File: config.mk
export PLATFORM = sky130hd
export DESIGN_NAME = xfer_splitter
export DESIGN_NICKNAME = d
export VERILOG_FILES = /design/src/rtl/xs_pkg.sv /design/src/rtl/xs_piece_pick.sv /design/src/rtl/xs_lane_slice.sv /design/src/rtl/xfer_splitter.sv
export SDC_FILE = /design/constraint.sdc
export NUM_CORES = 1
export LEC_CHECK = 0
export ABC_CLOCK_PERIOD_IN_PS = 6500
export CAP_MARGIN = 20
export CORE_MARGIN = 2
export CORE_UTILIZATION = 49
export CTS_CLUSTER_DIAMETER = 50
export CTS_CLUSTER_SIZE = 20
export DETAILED_ROUTE_END_ITERATION = 7
export GPL_ROUTABILITY_DRIVEN = 0
export GPL_TIMING_DRIVEN = 0
export PLACE_DENSITY = 0.87
export SLEW_MARGIN = 5
export SYNTH_ARGS = -nofsm -noshare
export SYNTH_HDL_FRONTEND = slang
export SYNTH_SLANG_ARGS = --single-unit
File: constraint.sdc
create_clock -name clk -period 6.5 [get_ports clk]
set_clock_uncertainty 0.05 [all_clocks]
set_input_delay 0.975 -clock clk [delete_from_list [all_inputs] [get_ports clk]]
set_output_delay 0.975 -clock clk [all_outputs]
set_load 0.01 [all_outputs]
File: src/rtl/xs_pkg.sv
package xs_pkg;
  typedef enum logic [1:0] {
    SZ_LONG = 2'b00,
    SZ_BYTE = 2'b01,
    SZ_WORD = 2'b10,
    SZ_LINE = 2'b11
  } sz_e;

  // number of bytes covered by a size code (line code gives 0)
  function automatic logic [2:0] size_bytes(input logic [1:0] code);
    case (code)
      2'b01:   size_bytes = 3'd1;
      2'b10:   size_bytes = 3'd2;
      2'b00:   size_bytes = 3'd4;
      default: size_bytes = 3'd0;
    endcase
  endfunction

  // port width code to bytes
  function automatic logic [2:0] port_bytes(input logic [1:0] code);
    case (code)
      2'b01:   port_bytes = 3'd1;
      2'b10:   port_bytes = 3'd2;
      default: port_bytes = 3'd4;
    endcase
  endfunction
endpackage

File: src/rtl/xs_piece_pick.sv
module xs_piece_pick
  import xs_pkg::*;
(
  input  logic [1:0] addr_lo,
  input  logic [2:0] rem,
  input  logic [2:0] pbytes,
  output logic [2:0] nbytes,
  output logic [1:0] code
);
  logic fit4, fit2;

  always_comb begin
    fit4 = (rem >= 3'd4) && (pbytes >= 3'd4) && (addr_lo == 2'b00);
    fit2 = (rem >= 3'd2) && (pbytes >= 3'd2) && (addr_lo[0] == 1'b0);
    if (fit4) begin
      nbytes = 3'd4;
      code   = SZ_LONG;
    end else if (fit2) begin
      nbytes = 3'd2;
      code   = SZ_WORD;
    end else begin
      nbytes = 3'd1;
      code   = SZ_BYTE;
    end
  end
endmodule

File: src/rtl/xs_lane_slice.sv
module xs_lane_slice #(
  parameter int DATA_W = 32
) (
  input  logic [DATA_W-1:0] opnd,
  input  logic [2:0]        rem,
  input  logic [2:0]        nbytes,
  output logic [DATA_W-1:0] data
);
  localparam int NB = DATA_W / 8;

  logic [2:0]        drop;
  logic [DATA_W-1:0] shifted;
  logic [DATA_W-1:0] mask;

  always_comb begin
    drop    = rem - nbytes;
    shifted = opnd >> {drop, 3'b000};
  end

  for (genvar b = 0; b < NB; b++) begin : g_mask
    assign mask[8*b +: 8] = (b < int'(nbytes)) ? 8'hFF : 8'h00;
  end

  assign data = shifted & mask;
endmodule

File: src/rtl/xfer_splitter.sv
module xfer_splitter
  import xs_pkg::*;
#(
  parameter int ADDR_W = 32
) (
  input  logic              clk,
  input  logic              rst_n,
  input  logic              req_valid,
  output logic              req_ready,
  input  logic [ADDR_W-1:0] req_addr,
  input  logic [1:0]        req_size,
  input  logic [1:0]        req_port,
  input  logic [31:0]       req_wdata,
  output logic              sub_valid,
  input  logic              sub_ready,
  output logic [ADDR_W-1:0] sub_addr,
  output logic [1:0]        sub_size,
  output logic [31:0]       sub_data,
  output logic              sub_last
);
  localparam int DATA_W = 32;

  logic              busy_q;
  logic [ADDR_W-1:0] addr_q;
  logic [2:0]        rem_q;
  logic [2:0]        pbytes_q;
  logic [DATA_W-1:0] opnd_q;
  logic [2:0]        nbytes;
  logic [1:0]        code;
  logic              req_fire, sub_fire;

  assign req_ready = !busy_q;
  assign req_fire  = req_valid && req_ready;
  assign sub_fire  = busy_q && sub_ready;

  xs_piece_pick u_pick (
    .addr_lo (addr_q[1:0]),
    .rem     (rem_q),
    .pbytes  (pbytes_q),
    .nbytes  (nbytes),
    .code    (code)
  );

  xs_lane_slice #(.DATA_W(DATA_W)) u_slice (
    .opnd   (opnd_q),
    .rem    (rem_q),
    .nbytes (nbytes),
    .data   (sub_data)
  );

  always_ff @(posedge clk) begin
    if (!rst_n) begin
      busy_q   <= 1'b0;
      addr_q   <= '0;
      rem_q    <= '0;
      pbytes_q <= 3'd4;
      opnd_q   <= '0;
    end else if (req_fire) begin
      busy_q   <= (req_size != SZ_LINE);
      addr_q   <= req_addr;
      rem_q    <= size_bytes(req_size);
      pbytes_q <= port_bytes(req_port);
      opnd_q   <= req_wdata;
    end else if (sub_fire) begin
      addr_q <= addr_q + ADDR_W'(nbytes);
      rem_q  <= rem_q - nbytes;
      if (nbytes == rem_q) busy_q <= 1'b0;
    end
  end

  assign sub_valid = busy_q;
  assign sub_addr  = addr_q;
  assign sub_size  = code;
  assign sub_last  = busy_q && (nbytes == rem_q);

  // ---------------- assertions ----------------
  p_ready_excl_r1: assert property (@(posedge clk) disable iff (!rst_n)
    !(req_ready && sub_valid));

  p_start_r1: assert property (@(posedge clk) disable iff (!rst_n)
    (req_valid && req_ready && req_size != 2'b11) |=> sub_valid);

  p_word_align_r3: assert property (@(posedge clk) disable iff (!rst_n)
    (sub_valid && sub_size == 2'b10) |-> (sub_addr[0] == 1'b0));

  p_long_align_r3: assert property (@(posedge clk) disable iff (!rst_n)
    (sub_valid && sub_size == 2'b00) |-> (sub_addr[1:0] == 2'b00));

  p_port_width_r6: assert property (@(posedge clk) disable iff (!rst_n)
    (sub_valid && sub_size == 2'b00) |-> (pbytes_q == 3'd4));

  p_hold_r9: assert property (@(posedge clk) disable iff (!rst_n)
    (sub_valid && !sub_ready) |=>
      (sub_valid && $stable(sub_addr) && $stable(sub_size) &&
       $stable(sub_data) && $stable(sub_last)));

  p_last_done_r8: assert property (@(posedge clk) disable iff (!rst_n)
    (sub_valid && sub_ready && sub_last) |=> (!sub_valid && req_ready));

  p_line_drop_r10: assert property (@(posedge clk) disable iff (!rst_n)
    (req_valid && req_ready && req_size == 2'b11) |=> !sub_valid);
endmodule

# Word-level counts from Yosys, hierarchy flattened

Index checks and enable logic that the tools add are counted.

Flip-flop bits (word level): 71
Input bits: 72
Output and inout bits: 69
Logic and storage cells: 54

$add $sub $neg: 2
$lt $le $gt $ge: 8
Equal/unequal tests: 6
Shifts and indexed selects: 1
Multiplexer cells: 17
Bitwise operators: 2
Reduce and logical (&&, ||, !) cells: 13

Operators by type and width:

| operator                                                           | count |
|---|---|
| 2-to-1 mux 32 bit                                                  | 2 |
| adder 32 x 3 -> 32 bit                                             | 1 |
| AND 32 bit                                                         | 1 |
| 2-to-1 mux 8 bit                                                   | 4 |
| right shift 32 x 6 -> 32 bit                                       | 1 |
| 2-to-1 mux 3 bit                                                   | 3 |
| case mux 3 bit (3 select lines)                                    | 1 |
| logical AND 1 bit                                                  | 7 |
| greater-or-equal comparator 3 x 2 -> 1 bit (second input constant) | 2 |
| greater-or-equal comparator 3 bit (second input constant)          | 2 |
| less-than comparator 1 x 3 -> 1 bit (first input constant)         | 2 |
| less-than comparator 2 x 3 -> 1 bit (first input constant)         | 2 |
| 2-to-1 mux 2 bit                                                   | 3 |
| case mux 3 bit (2 select lines)                                    | 1 |
| == test 2 x 1 -> 1 bit (second input constant)                     | 2 |
| == test 2 bit (second input constant)                              | 2 |
| logical NOT 2 bit                                                  | 2 |
| nonzero test 2 bit                                                 | 2 |
| == test 3 bit                                                      | 1 |
| 2-to-1 mux 1 bit                                                   | 3 |
| subtractor 3 bit                                                   | 1 |
| != test 2 bit (second input constant)                              | 1 |
| AND reduction 2 bit                                                | 1 |
| logical NOT 1 bit                                                  | 1 |
| inverter 1 bit                                                     | 1 |

# Logic depth before layout (Yosys ltp)

Gate-level depths: netlist of the first run.

Depth in word-level cells: 9
Depth in mapped cells: 11

# Hierarchy

Synthesis of the first run repeated with hierarchy kept, for this count alone.

Cell total of the unflattened synthesis: 510
Area total of the unflattened synthesis: 4052.6 sq um

By module, submodules not included:

| module        | times used | cells each | area an instance (sq um) | seq. area each (sq um) |
|---|---|---|---|---|
| xfer_splitter | 1          | 408        | 3293.2                   | 1421.4 |
| xs_lane_slice | 1          | 93         | 695.7                    | 0.0 |
| xs_piece_pick | 1          | 9          | 63.8                     | 0.0 |

# Least setup slack after synthesis of the first run

No wires, ideal clock.

Path kind: register -> output
From: register addr_q[0], in the netlist sub_addr[0]
To: output sub_data[16]
Data arrival time: 2506 ps
Required time: 5475 ps
Slack: 2969 ps
Stages on the path, launching flop included: 10
Buffers on the path: 1
Cell sequence: dfxtp_1 nor3b_1 nand2_1 nand2_1 inv_1 fa_1 clkinv_1 or3_1 clkbuf_1 nor2_1

Cells in the longest elaborated chain, start to end: 7
Elaborated cells between the ends (all ways): 11
Classes of those cells: add/sub (1); order compare (1); shift (1); mux (3); bitwise (2); reduce/logical (3)

Ends and longest elaborated chain:

| item                                                                    | RTL line                                 | RTL |
|---|---|---|
| start: declaration                                                      | xfer_splitter.sv:24                      | `logic [ADDR_W-1:0] addr_q;` |
| start signal: assignment                                                | xfer_splitter.sv:60                      | `addr_q <= req_addr;` |
| start signal: assignment                                                | xfer_splitter.sv:65                      | `addr_q <= addr_q + ADDR_W'(nbytes);` |
| inverter 1 bit                                                          | xs_piece_pick.sv:14                      | `fit2 = (rem >= 3'd2) && (pbytes >= 3'd2) && (addr_lo[0] == 1'b0);` |
| logical AND 1 bit                                                       | xs_piece_pick.sv:14                      |  |
| 2-to-1 mux 2 bit                                                        | xs_piece_pick.sv:18                      | `end else if (fit2) begin` |
| 2-to-1 mux 3 bit (*)                                                    | xs_piece_pick.sv:15                      | `if (fit4) begin` |
| subtractor 3 bit or less-than comparator 2 x 3 -> 1 bit (tied branches) | xs_lane_slice.sv:16, xs_lane_slice.sv:21 |  |
| right shift 32 x 6 -> 32 bit or 2-to-1 mux 8 bit (tied branches)        | xs_lane_slice.sv:17, xs_lane_slice.sv:21 |  |
| AND 32 bit (*)                                                          | xs_lane_slice.sv:24                      | `assign data = shifted & mask;` |
| end: declaration                                                        | xfer_splitter.sv:18                      | `output logic [31:0] sub_data,` |

Every way passes the cells marked *; elsewhere a longest branch is shown, timed or not.

# Worst setup path after layout of the first run

From: register addr_q[0], in the netlist sub_addr[0]
To: output sub_data[29]

The elaborated chain is that of the path after synthesis.

==> flow_summary.toml, run 1 <==
[setup_path]
crit_family = "simple AND/OR/NAND/NOR gates"
r2r_setup_slack_ps = 2720
cp.buffers_inverters = 3
start_kind = "flip-flop"
worst_ep_required_time_ps = 5470
crit_path_start = "sub_addr[0]"
critPathMostFrequentCell = "nand2_1"
endpoint = "sub_data[29]"
critPathCaptureType = "output port"
reg2reg_depth = 11
crit_slowest_cell = "nor3_1"
max_stage_delay_ps = 690
path_max_fanout = 8
cp.arrival_ps = 3960
rr_endpoint = "sub_addr[14]"
r2r_start = "sub_addr[0]"
path_cells = "nor3b_1, nand2_1, nand2_1, inv_1, fa_1, clkinv_1, nor3_1, and3_1, clkdlybuf4s50_1"
crit_type = "reg -> out"
path_depth = 9

[layout]
final_util = 0.7297
syn_to_final_growth_pct = 44.89
fin_nets = 744
diodes = 0
stdcell_area_mm2 = 0.005609
layout-drive-gt1-share = 0.02985

[die]
die_w_um = 92.89
fp.coreArea_mm2 = 0.007687
start_util = 0.5036
dieArea_mm2 = 0.008628
rows = 32
die-height_um = 92.89
ios = 141

[synth]
synth_top_cell_by_area = "dfxtp_1"
synthCells = 515
synth_most_common_cell = "nand2_1"
synth_ff_type = "dfxtp_1"
ys_ff_latch = 70
yosys-top-cells-count = "84 x nand2_1, 70 x dfxtp_1, 51 x a21oi_1"
ys_warn_count = 0
synth_edf_count = 0
synth.area.top_cells = "dfxtp_1 36%, nand2_1 8.1%, a21oi_1 6.6%"
synth_top_area_share = 0.3620
synth.distinct_cells = 43
async_reset_ff_frac = 0
yosysSeqAreaShare = 0.3620
syn-num-nets = 594
syn_area_mm2 = 0.003871
syn_area_per_cell_um2 = 7.517

[clock_tree]
clkSinkCount = 70
path_clk_slew_ps = 80
clockBufferDepth = 2
h-tree-depth = 3
numCtsBuffers = 9
postCtsHoldBufs = 0
cts-root-buf = "clkbuf_8"
clock_latency_ps = 350
cts_tree = "yes"
post_cts_buffers = 0
cts_resized = 0

[drt]
num_vias = 4703
avgRoutedWirePerCell_um = 17.58
dr.pass1.iters = 5
drc = 0
via_per_inst = 6.092
wl_mm = 13.57
route.antenna.remaining_nets = 0
drt_iter0_drc = 361

[pwr]
switchingPower_uw = 409.5
clock_power_share = 0.312
ir_drop_v = 0.0001442
p_int_uw = 847.8
swShare = 0.3257
power_density_mw_per_mm2 = 224.2
p_comb_frac = 0.289
power_leakage_nw = 1.928
seqPwrFrac = 0.399

[flow_run]
maxCapViolCount = 0

[global_route]
grt_pass1_wl_mm = 21.64
gr-total-overflow = 0
grt_usage = 0.3162
grt_pass1_vias = 4426
antenna_found_initial = 0
grt_max_degree = 14

[placed_design]
placed_cell_area_mm2 = 0.005390
hpwlAfterDp_mm = 10.06
place_ws_ps = 2006
port_buffers = 139

[sta]
setup_ws_ps = 1520
period_share = 0.7662
hold_violations = 0
worst_pin_slew_ps = 769.5
fmax_ghz = 0.2008
finalSetupViolCount = 0
period_needed_ps = 4980
final_max_slew_viol_count = 0
slew_headroom = 0.4831
totalNegativeSetupSlack_ps = 0
rsz0062_at_grt = "false"

[worst_hold_path]
min_path_type = "reg -> reg"

[run_status]
status = "finished, final reports clean"
-- worst register-to-register path, stage by stage (launching register included) --
cell and delay, ps:
dfxtp_1 390, nor3b_1 400, nand2_1 200, nand2_1 120, inv_1 100, ha_1 240
a211oi_1 650, or4_1 240, clkbuf_1 390, clkbuf_1 480, o21ai_0 170, a311oi_1 260
-- sequential cells by signal, summed over array words and instances (netlist names) --
| name | cells |
|---|---|
| rem_q | 3 |
| pbytes_q | 2 |
| sub_addr | 32 |
| sub_valid | 1 |
| opnd_q | 32 |
-- layout make-up --
cell class                 count  area (um^2)
buffer                        40        152.6
clock buffer                   9        123.9
clock inverter                 7        95.09
fill                         623         2078
inverter                      16        60.06
multi-input combinational    389         2257
sequential                    70         1401
tap                          102        127.6
timing repair buffer         139         1391
-- per-stage QoR --
stage,cells,hold WS (ps),power [mW]
6_report,772,420.7,1.257
2_1_floorplan,515,386.3,0.6933
3_5_place_dp,756,408.9,0.8645
4_1_cts,772,418.5,1.251
3_3_place_gp,756,394.2,0.8525
5_1_grt,772,445.9,1.315
-- metal layers --
metal | global-route usage | routed length, um | vias up | share of wire
met1 | 0.4191 | 5485 | 2189 | 0.40
li1 | - | - | 2176 | -
met3 | 0.07730 | 1355 | 35 | 0.10
met5 | 0 | 0 | - | 0
met2 | 0.5054 | 6381 | 303 | 0.47
met4 | 0.1042 | 351 | 0 | 0.026
-- kinds of logic after synthesis --
logic type / share of synthesized area
AOI/OAI and AO/OA: 0.2356
adders and majority gates: 0.02456
muxes: 0.04396
and+or+nand+nor: 0.2586
buffers and inverters: 0.05494
DFF: 0.3620
xor gates and xnor gates: 0.02036
-- how the worst min path moves through the flow --
stage | startpoint | slack, ps | endpoint | cells past startpoint
2_1_floorplan | pbytes_q[1] | 390 | pbytes_q[1] | 2
3_3_place_gp | opnd_q[7] | 390 | opnd_q[7] | 2
3_5_place_dp | pbytes_q[1] | 410 | pbytes_q[1] | 2
4_1_cts | pbytes_q[1] | 420 | pbytes_q[1] | 2
5_1_grt | opnd_q[5] | 450 | opnd_q[5] | 2
6_report | pbytes_q[1] | 420 | pbytes_q[1] | 2
-- cell usage in the layout (no fill, tap or decap), types with 6 or more instances in the layout --
cell type        count
nand3_1             12
nor4_1               6
nand2_1             84
mux2i_1             17
nor2b_1             10
a311oi_1             6
clkdlybuf4s50_1    139
o31ai_1              9
nand4_1              8
inv_1               15
a31oi_1             16
nor2_1              37
a211oi_1            22
xnor2_1              8
dfxtp_1             70
and3_1              10
a21oi_1             51
ha_1                 6
clkbuf_1            29
buf_1                9
clkbuf_8             9
o21ai_0             33
or4_1               12
or3_1               10
nor3_1              10
-- power by group through the flow --
stage          logic (mW)  clock network [mW]  registers (mW)
2_1_floorplan       0.187                   0           0.506
3_3_place_gp        0.346                   0           0.507
3_5_place_dp        0.356                   0           0.508
4_1_cts             0.358               0.394           0.499
5_1_grt             0.393               0.417           0.506
6_report            0.364               0.392           0.502
(Power assumes the default switching activity.)
==> run 2, diff against run 1 <==
--- a/config.mk
+++ b/config.mk
@@ -5,16 +5,16 @@
 export SDC_FILE = /design/constraint.sdc
 export NUM_CORES = 1
 export LEC_CHECK = 0
-export ABC_CLOCK_PERIOD_IN_PS = 6500
+export ABC_CLOCK_PERIOD_IN_PS = 4200
 export CAP_MARGIN = 20
 export CORE_MARGIN = 2
-export CORE_UTILIZATION = 49
+export CORE_UTILIZATION = 41
 export CTS_CLUSTER_DIAMETER = 50
 export CTS_CLUSTER_SIZE = 20
 export DETAILED_ROUTE_END_ITERATION = 7
 export GPL_ROUTABILITY_DRIVEN = 0
 export GPL_TIMING_DRIVEN = 0
-export PLACE_DENSITY = 0.87
+export PLACE_DENSITY = 0.77
 export SLEW_MARGIN = 5
 export SYNTH_ARGS = -nofsm -noshare
 export SYNTH_HDL_FRONTEND = slang
==> constraint.sdc (replaced) <==
create_clock -name clk -period 4.2 [get_ports clk]
set_clock_uncertainty 0.05 [all_clocks]
set_input_delay 0.63 -clock clk [delete_from_list [all_inputs] [get_ports clk]]
set_output_delay 0.63 -clock clk [all_outputs]
set_load 0.01 [all_outputs]
==> run 2 against run 1 <==
Non-clock buffer count is the same; global-route usage fell by 4.9 points; clock power rose by 59%; worst setup slack got worse by 1400 ps; sequential cell count unchanged.
==> flow_summary.toml, run 2 (synthesis gave the netlist of run 1 again) <==
[run_status]
status = "finished, final reports clean"

[global_route]
grt_usage = 0.2677
antenna_found_initial = 0
grt_pass1_wl_mm = 21.65
grt_max_degree = 13
gr-total-overflow = 0
grt_pass1_vias = 4463

[clock_tree]
cts_tree = "yes"
cts-root-buf = "clkbuf_8"
clockBufferDepth = 2
postCtsHoldBufs = 0
clock_latency_ps = 350
path_clk_slew_ps = 70
numCtsBuffers = 9
clkSinkCount = 70
h-tree-depth = 3

[pwr]
p_int_mw = 1.334
clock_power_share = 0.316
power_leakage_nw = 1.950
p_comb_frac = 0.290
seqPwrFrac = 0.393
swShare = 0.3240
ir_drop_v = 0.0001756
switchingPower_uw = 639.5
power_density_mw_per_mm2 = 348.7

[worst_hold_path]
min_path_type = "reg -> reg"
min_from = "pbytes_q[1]"

[drt]
drt_iter0_drc = 376
wl_mm = 13.77
num_vias = 4634
dr.pass1.iters = 5
avgRoutedWirePerCell_um = 17.63
route.antenna.remaining_nets = 0
drc = 0
via_per_inst = 5.933

[placed_design]
hpwlAfterDp_mm = 10.28
place_ws_ps = 83.98
port_buffers = 139
placed_cell_area_mm2 = 0.005401
dp_cells = 765

[die]
start_util = 0.4210
ios = 141
dieArea_mm2 = 0.01024
die-height_um = 101.2
rows = 35
die_w_um = 101.2
fp.coreArea_mm2 = 0.009196

[layout]
final_common_cell = "clkdlybuf4s50_1"
syn_to_final_growth_pct = 46.22
stdcell_area_mm2 = 0.005660
diodes = 0
fill_cells = 818
layout-drive-gt1-share = 0.04328
regArea_mm2 = 0.001401
multi_input_area_mm2 = 0.002285
layoutNonFillerInstCount = 781
layout_common_cells = "139 x clkdlybuf4s50_1, 83 x nand2_1, 70 x dfxtp_1"
fin_nets = 744

[sta]
worst_pin_slew_ps = 740.0
fmax_ghz = 0.2440
slew_headroom = 0.5037
finalSetupViolCount = 0
totalNegativeSetupSlack_ps = 0
final_max_slew_viol_count = 0
setup_ws_ps = 101.4
rsz0062_at_grt = "true"
period_share = 0.9759
period_needed_ps = 4099
hold_violations = 0
holdWs_ps = 413.3

[setup_path]
max_stage_delay_ps = 640
path_cells = "nor3b_2, nand2_1, nand2_1, inv_1, fa_1, clkinv_2, nor3_2, and3_1, clkdlybuf4s50_1"
crit_path_start = "sub_addr[1]"
crit_slowest_cell = "fa_1"
crit_type = "reg -> out"
worst_ep_required_time_ps = 3520
crit_family = "simple AND/OR/NAND/NOR gates"
cp.buffers_inverters = 3
r2r_start = "sub_addr[1]"
critPathCaptureType = "output port"
start_kind = "flip-flop"
path_max_fanout = 8
cp.arrival_ps = 3420
critPathMostFrequentCell = "nand2_1"

[flow_run]
maxCapViolCount = 0
run 2: cell count changes in the layout (fill, tap and decap cells not counted), moves of 2 or more:
cell | previous run | this run
clkbuf_1 | 29 | 27
clkbuf_2 | 0 | 2
clkinv_4 | 0 | 2
inv_6 | 2 | 0
nor3_1 | 10 | 8
nor3_2 | 0 | 2
run 2: final timing paths:
check / slack (ps) / endpoint / cells past startpoint
hold reg to reg: 410 / pbytes_q[1] / 2
setup / recovery: 100 / sub_data[24] / 9
setup reg to reg: 710 / sub_addr[14] / 11
hold / removal: 410 / pbytes_q[1] / 2
run 2: cell type report:
class,instances,share of cell area
sequential,70,0.2476
timing repair buffer,140,0.2471
tap,111,0.02454
buffer,39,0.02675
inverter,16,0.01083
clock inverter,5,0.01459
multi-input combinational,389,0.4036
clock buffer,11,0.02498
run 2: worst register-to-register path, delay by kind of cell (launching register included):
family | cells | cell delay [ps]
AOI/OAI and AO/OA | 3 | 980
adders and majority gates | 1 | 240
buffers and inverters | 3 | 960
DFF | 1 | 390
and+or+nand+nor | 4 | 780
run 2: power by group through the flow:
stage	logic, mW	registers [mW]	clock network, mW
2_1_floorplan	0.290	0.783	0
3_3_place_gp	0.540	0.786	0
3_5_place_dp	0.550	0.788	0
4_1_cts	0.560	0.774	0.622
5_1_grt	0.618	0.783	0.650
6_report	0.573	0.777	0.624
run 2: routing by layer:
metal,track usage,share of wire,vias to the layer above
met1,0.3419,0.41,2180
met2,0.4468,0.49,264
met3,0.05452,0.086,28
li1,-,-,2162
met5,0,0,-
met4,0.1008,0.022,0
run 2: timing repair:
item	CTS	global route
endpoints found under the setup margin	32	27
pin swaps	1	0
resized for setup	4	7
buffers inserted	1	0
run 2: through the flow:
step,total power [mW],utilization
after CTS,1.956,0.6143
final,1.974,0.6155
after global routing,2.051,0.6155
after global placement,1.327,0.5873
after detailed placement,1.338,0.5873
after floorplan,1.073,-
==> run 3, diff against run 2 <==
--- a/config.mk
+++ b/config.mk
@@ -14,6 +14,7 @@
 export DETAILED_ROUTE_END_ITERATION = 7
 export GPL_ROUTABILITY_DRIVEN = 0
 export GPL_TIMING_DRIVEN = 0
+export MAX_ROUTING_LAYER = met4
 export PLACE_DENSITY = 0.77
 export SLEW_MARGIN = 5
 export SYNTH_ARGS = -nofsm -noshare
==> run 3 against run 2 <==
Highest routed layer unchanged; register-to-register slack barely moved; die area is the same; non-clock buffer count is the same; worst hold slack got worse by 2.0 ps; via count is 0.28% lower.
==> flow_summary.toml, run 3 (synthesis gave the netlist of run 1 again) <==
[run_status]
status = "finished, final reports clean"

[placed_design]
port_buffers = 139
place_ws_ps = 83.98
hpwlAfterDp_mm = 10.28

[drt]
num_vias = 4621
via_per_inst = 5.917
avgRoutedWirePerCell_um = 17.57
drt_iter0_drc = 367
drc = 0
wl_mm = 13.73
dr.pass1.iters = 5
route.antenna.remaining_nets = 0

[sta]
period_needed_ps = 4092
setup_ws_ps = 108.2
final_max_slew_viol_count = 0
fmax_ghz = 0.2444
holdWs_ps = 411.3
slew_headroom = 0.4994
period_share = 0.9742
worst_pin_slew_ps = 746.4
rsz0062_at_grt = "true"
finalSetupViolCount = 0
hold_violations = 0

[global_route]
grt_max_degree = 13
grt_pass1_vias = 4464
antenna_found_initial = 0
grt_pass1_wl_mm = 21.65
grt_usage = 0.2759
gr-total-overflow = 0

[layout]
syn_to_final_growth_pct = 46.09
fin_nets = 744
final_util = 0.6150
diodes = 0
layout-drive-gt1-share = 0.04179
layout_common_cells = "139 x clkdlybuf4s50_1, 83 x nand2_1, 70 x dfxtp_1"
final_common_cell = "clkdlybuf4s50_1"

[clock_tree]
postCtsHoldBufs = 0
clockBufferDepth = 2
cts_tree = "yes"
cts-root-buf = "clkbuf_8"
h-tree-depth = 3
path_clk_slew_ps = 70
clkSinkCount = 70
numCtsBuffers = 9
clock_latency_ps = 350

[die]
start_util = 0.4210
rows = 35
die_w_um = 101.2
fp.coreArea_mm2 = 0.009196
ios = 141
dieArea_mm2 = 0.01024
die-height_um = 101.2

[setup_path]
crit_type = "reg -> out"
start_kind = "flip-flop"
r2r_start = "sub_addr[1]"
critPathCaptureType = "output port"
cp.arrival_ps = 3410
path_max_fanout = 8
crit_path_start = "sub_addr[1]"
worst_ep_required_time_ps = 3520

[worst_hold_path]
min_from = "pbytes_q[1]"
min_path_type = "reg -> reg"

[flow_run]
maxCapViolCount = 0

[pwr]
power_density_mw_per_mm2 = 347.4
ir_drop_v = 0.0001741
power_leakage_nw = 1.949
[run 3: cell types whose count changed in the layout (fill, tap and decap cells not counted)]
| cell | delta |
|---|---|
| a211oi_1 | +1 |
| a211oi_2 | -1 |
[run 3: final cells by class]
type | instances | area [um^2]
flip-flops and latches | 70 | 1401
clock inverters | 5 | 82.58
fillers | 818 | 3541
multi-input cells | 389 | 2280
plain buffers | 39 | 151.4
repair buffers | 140 | 1399
well taps | 111 | 138.9
inverters | 16 | 61.31
clock buffers | 11 | 141.4
[run 3: per-layer routing]
metal  up-vias  global-route usage  wire (um)
met5         -                   -          0
met4         0             0.09875        244
met3        22             0.05176       1141
met2       261              0.4483       6660
met1      2175              0.3427       5677
li1       2163                   -          -
[run 3: worst max-delay path, stage by stage, from the launching register on]
cell,delay (ps)
dfxtp_1,400
nor3b_2,240
nand2_1,170
nand2_1,120
inv_1,100
fa_1,630
clkinv_2,160
nor3_2,470
and3_1,250
clkdlybuf4s50_1,540
[run 3: worst paths after layout]
check             slack [ps]           end  cells past startpoint
setup / recovery         110  sub_data[25]                      9
hold / removal           410   pbytes_q[1]                      2
setup reg to reg         720  sub_addr[16]                     11
hold reg to reg          410   pbytes_q[1]                      2
[run 3: stage by stage]
stage | power, mW | setup TNS, ps | area, um^2 | instances
after floorplan | 1.073 | 0 | 3871 | 515
after global placement | 1.327 | 0 | 5401 | 765
after detailed placement | 1.338 | 0 | 5401 | 765
after CTS | 1.956 | 0 | 5649 | 782
after global routing | 2.050 | -314.2 | 5655 | 781
final | 1.965 | 0 | 5655 | 781
[run 3: repair_timing]
| action | in CTS | in global routing |
|---|---|---|
| endpoints found under the setup margin | 32 | 26 |
| setup buffers | 1 | 0 |
| pin swaps | 1 | 0 |
| resized for setup | 4 | 6 |
[run 3: report_power, final]
part | total (mW) | internal [mW] | leakage [nW] | switching, mW
Clock | 0.618 | 0.352 | 0.113 | 0.266
Sequential | 0.777 | 0.714 | 0.578 | 0.0623
Combinational | 0.570 | 0.267 | 1.26 | 0.303
Total | 1.96 | 1.33 | 1.95 | 0.632
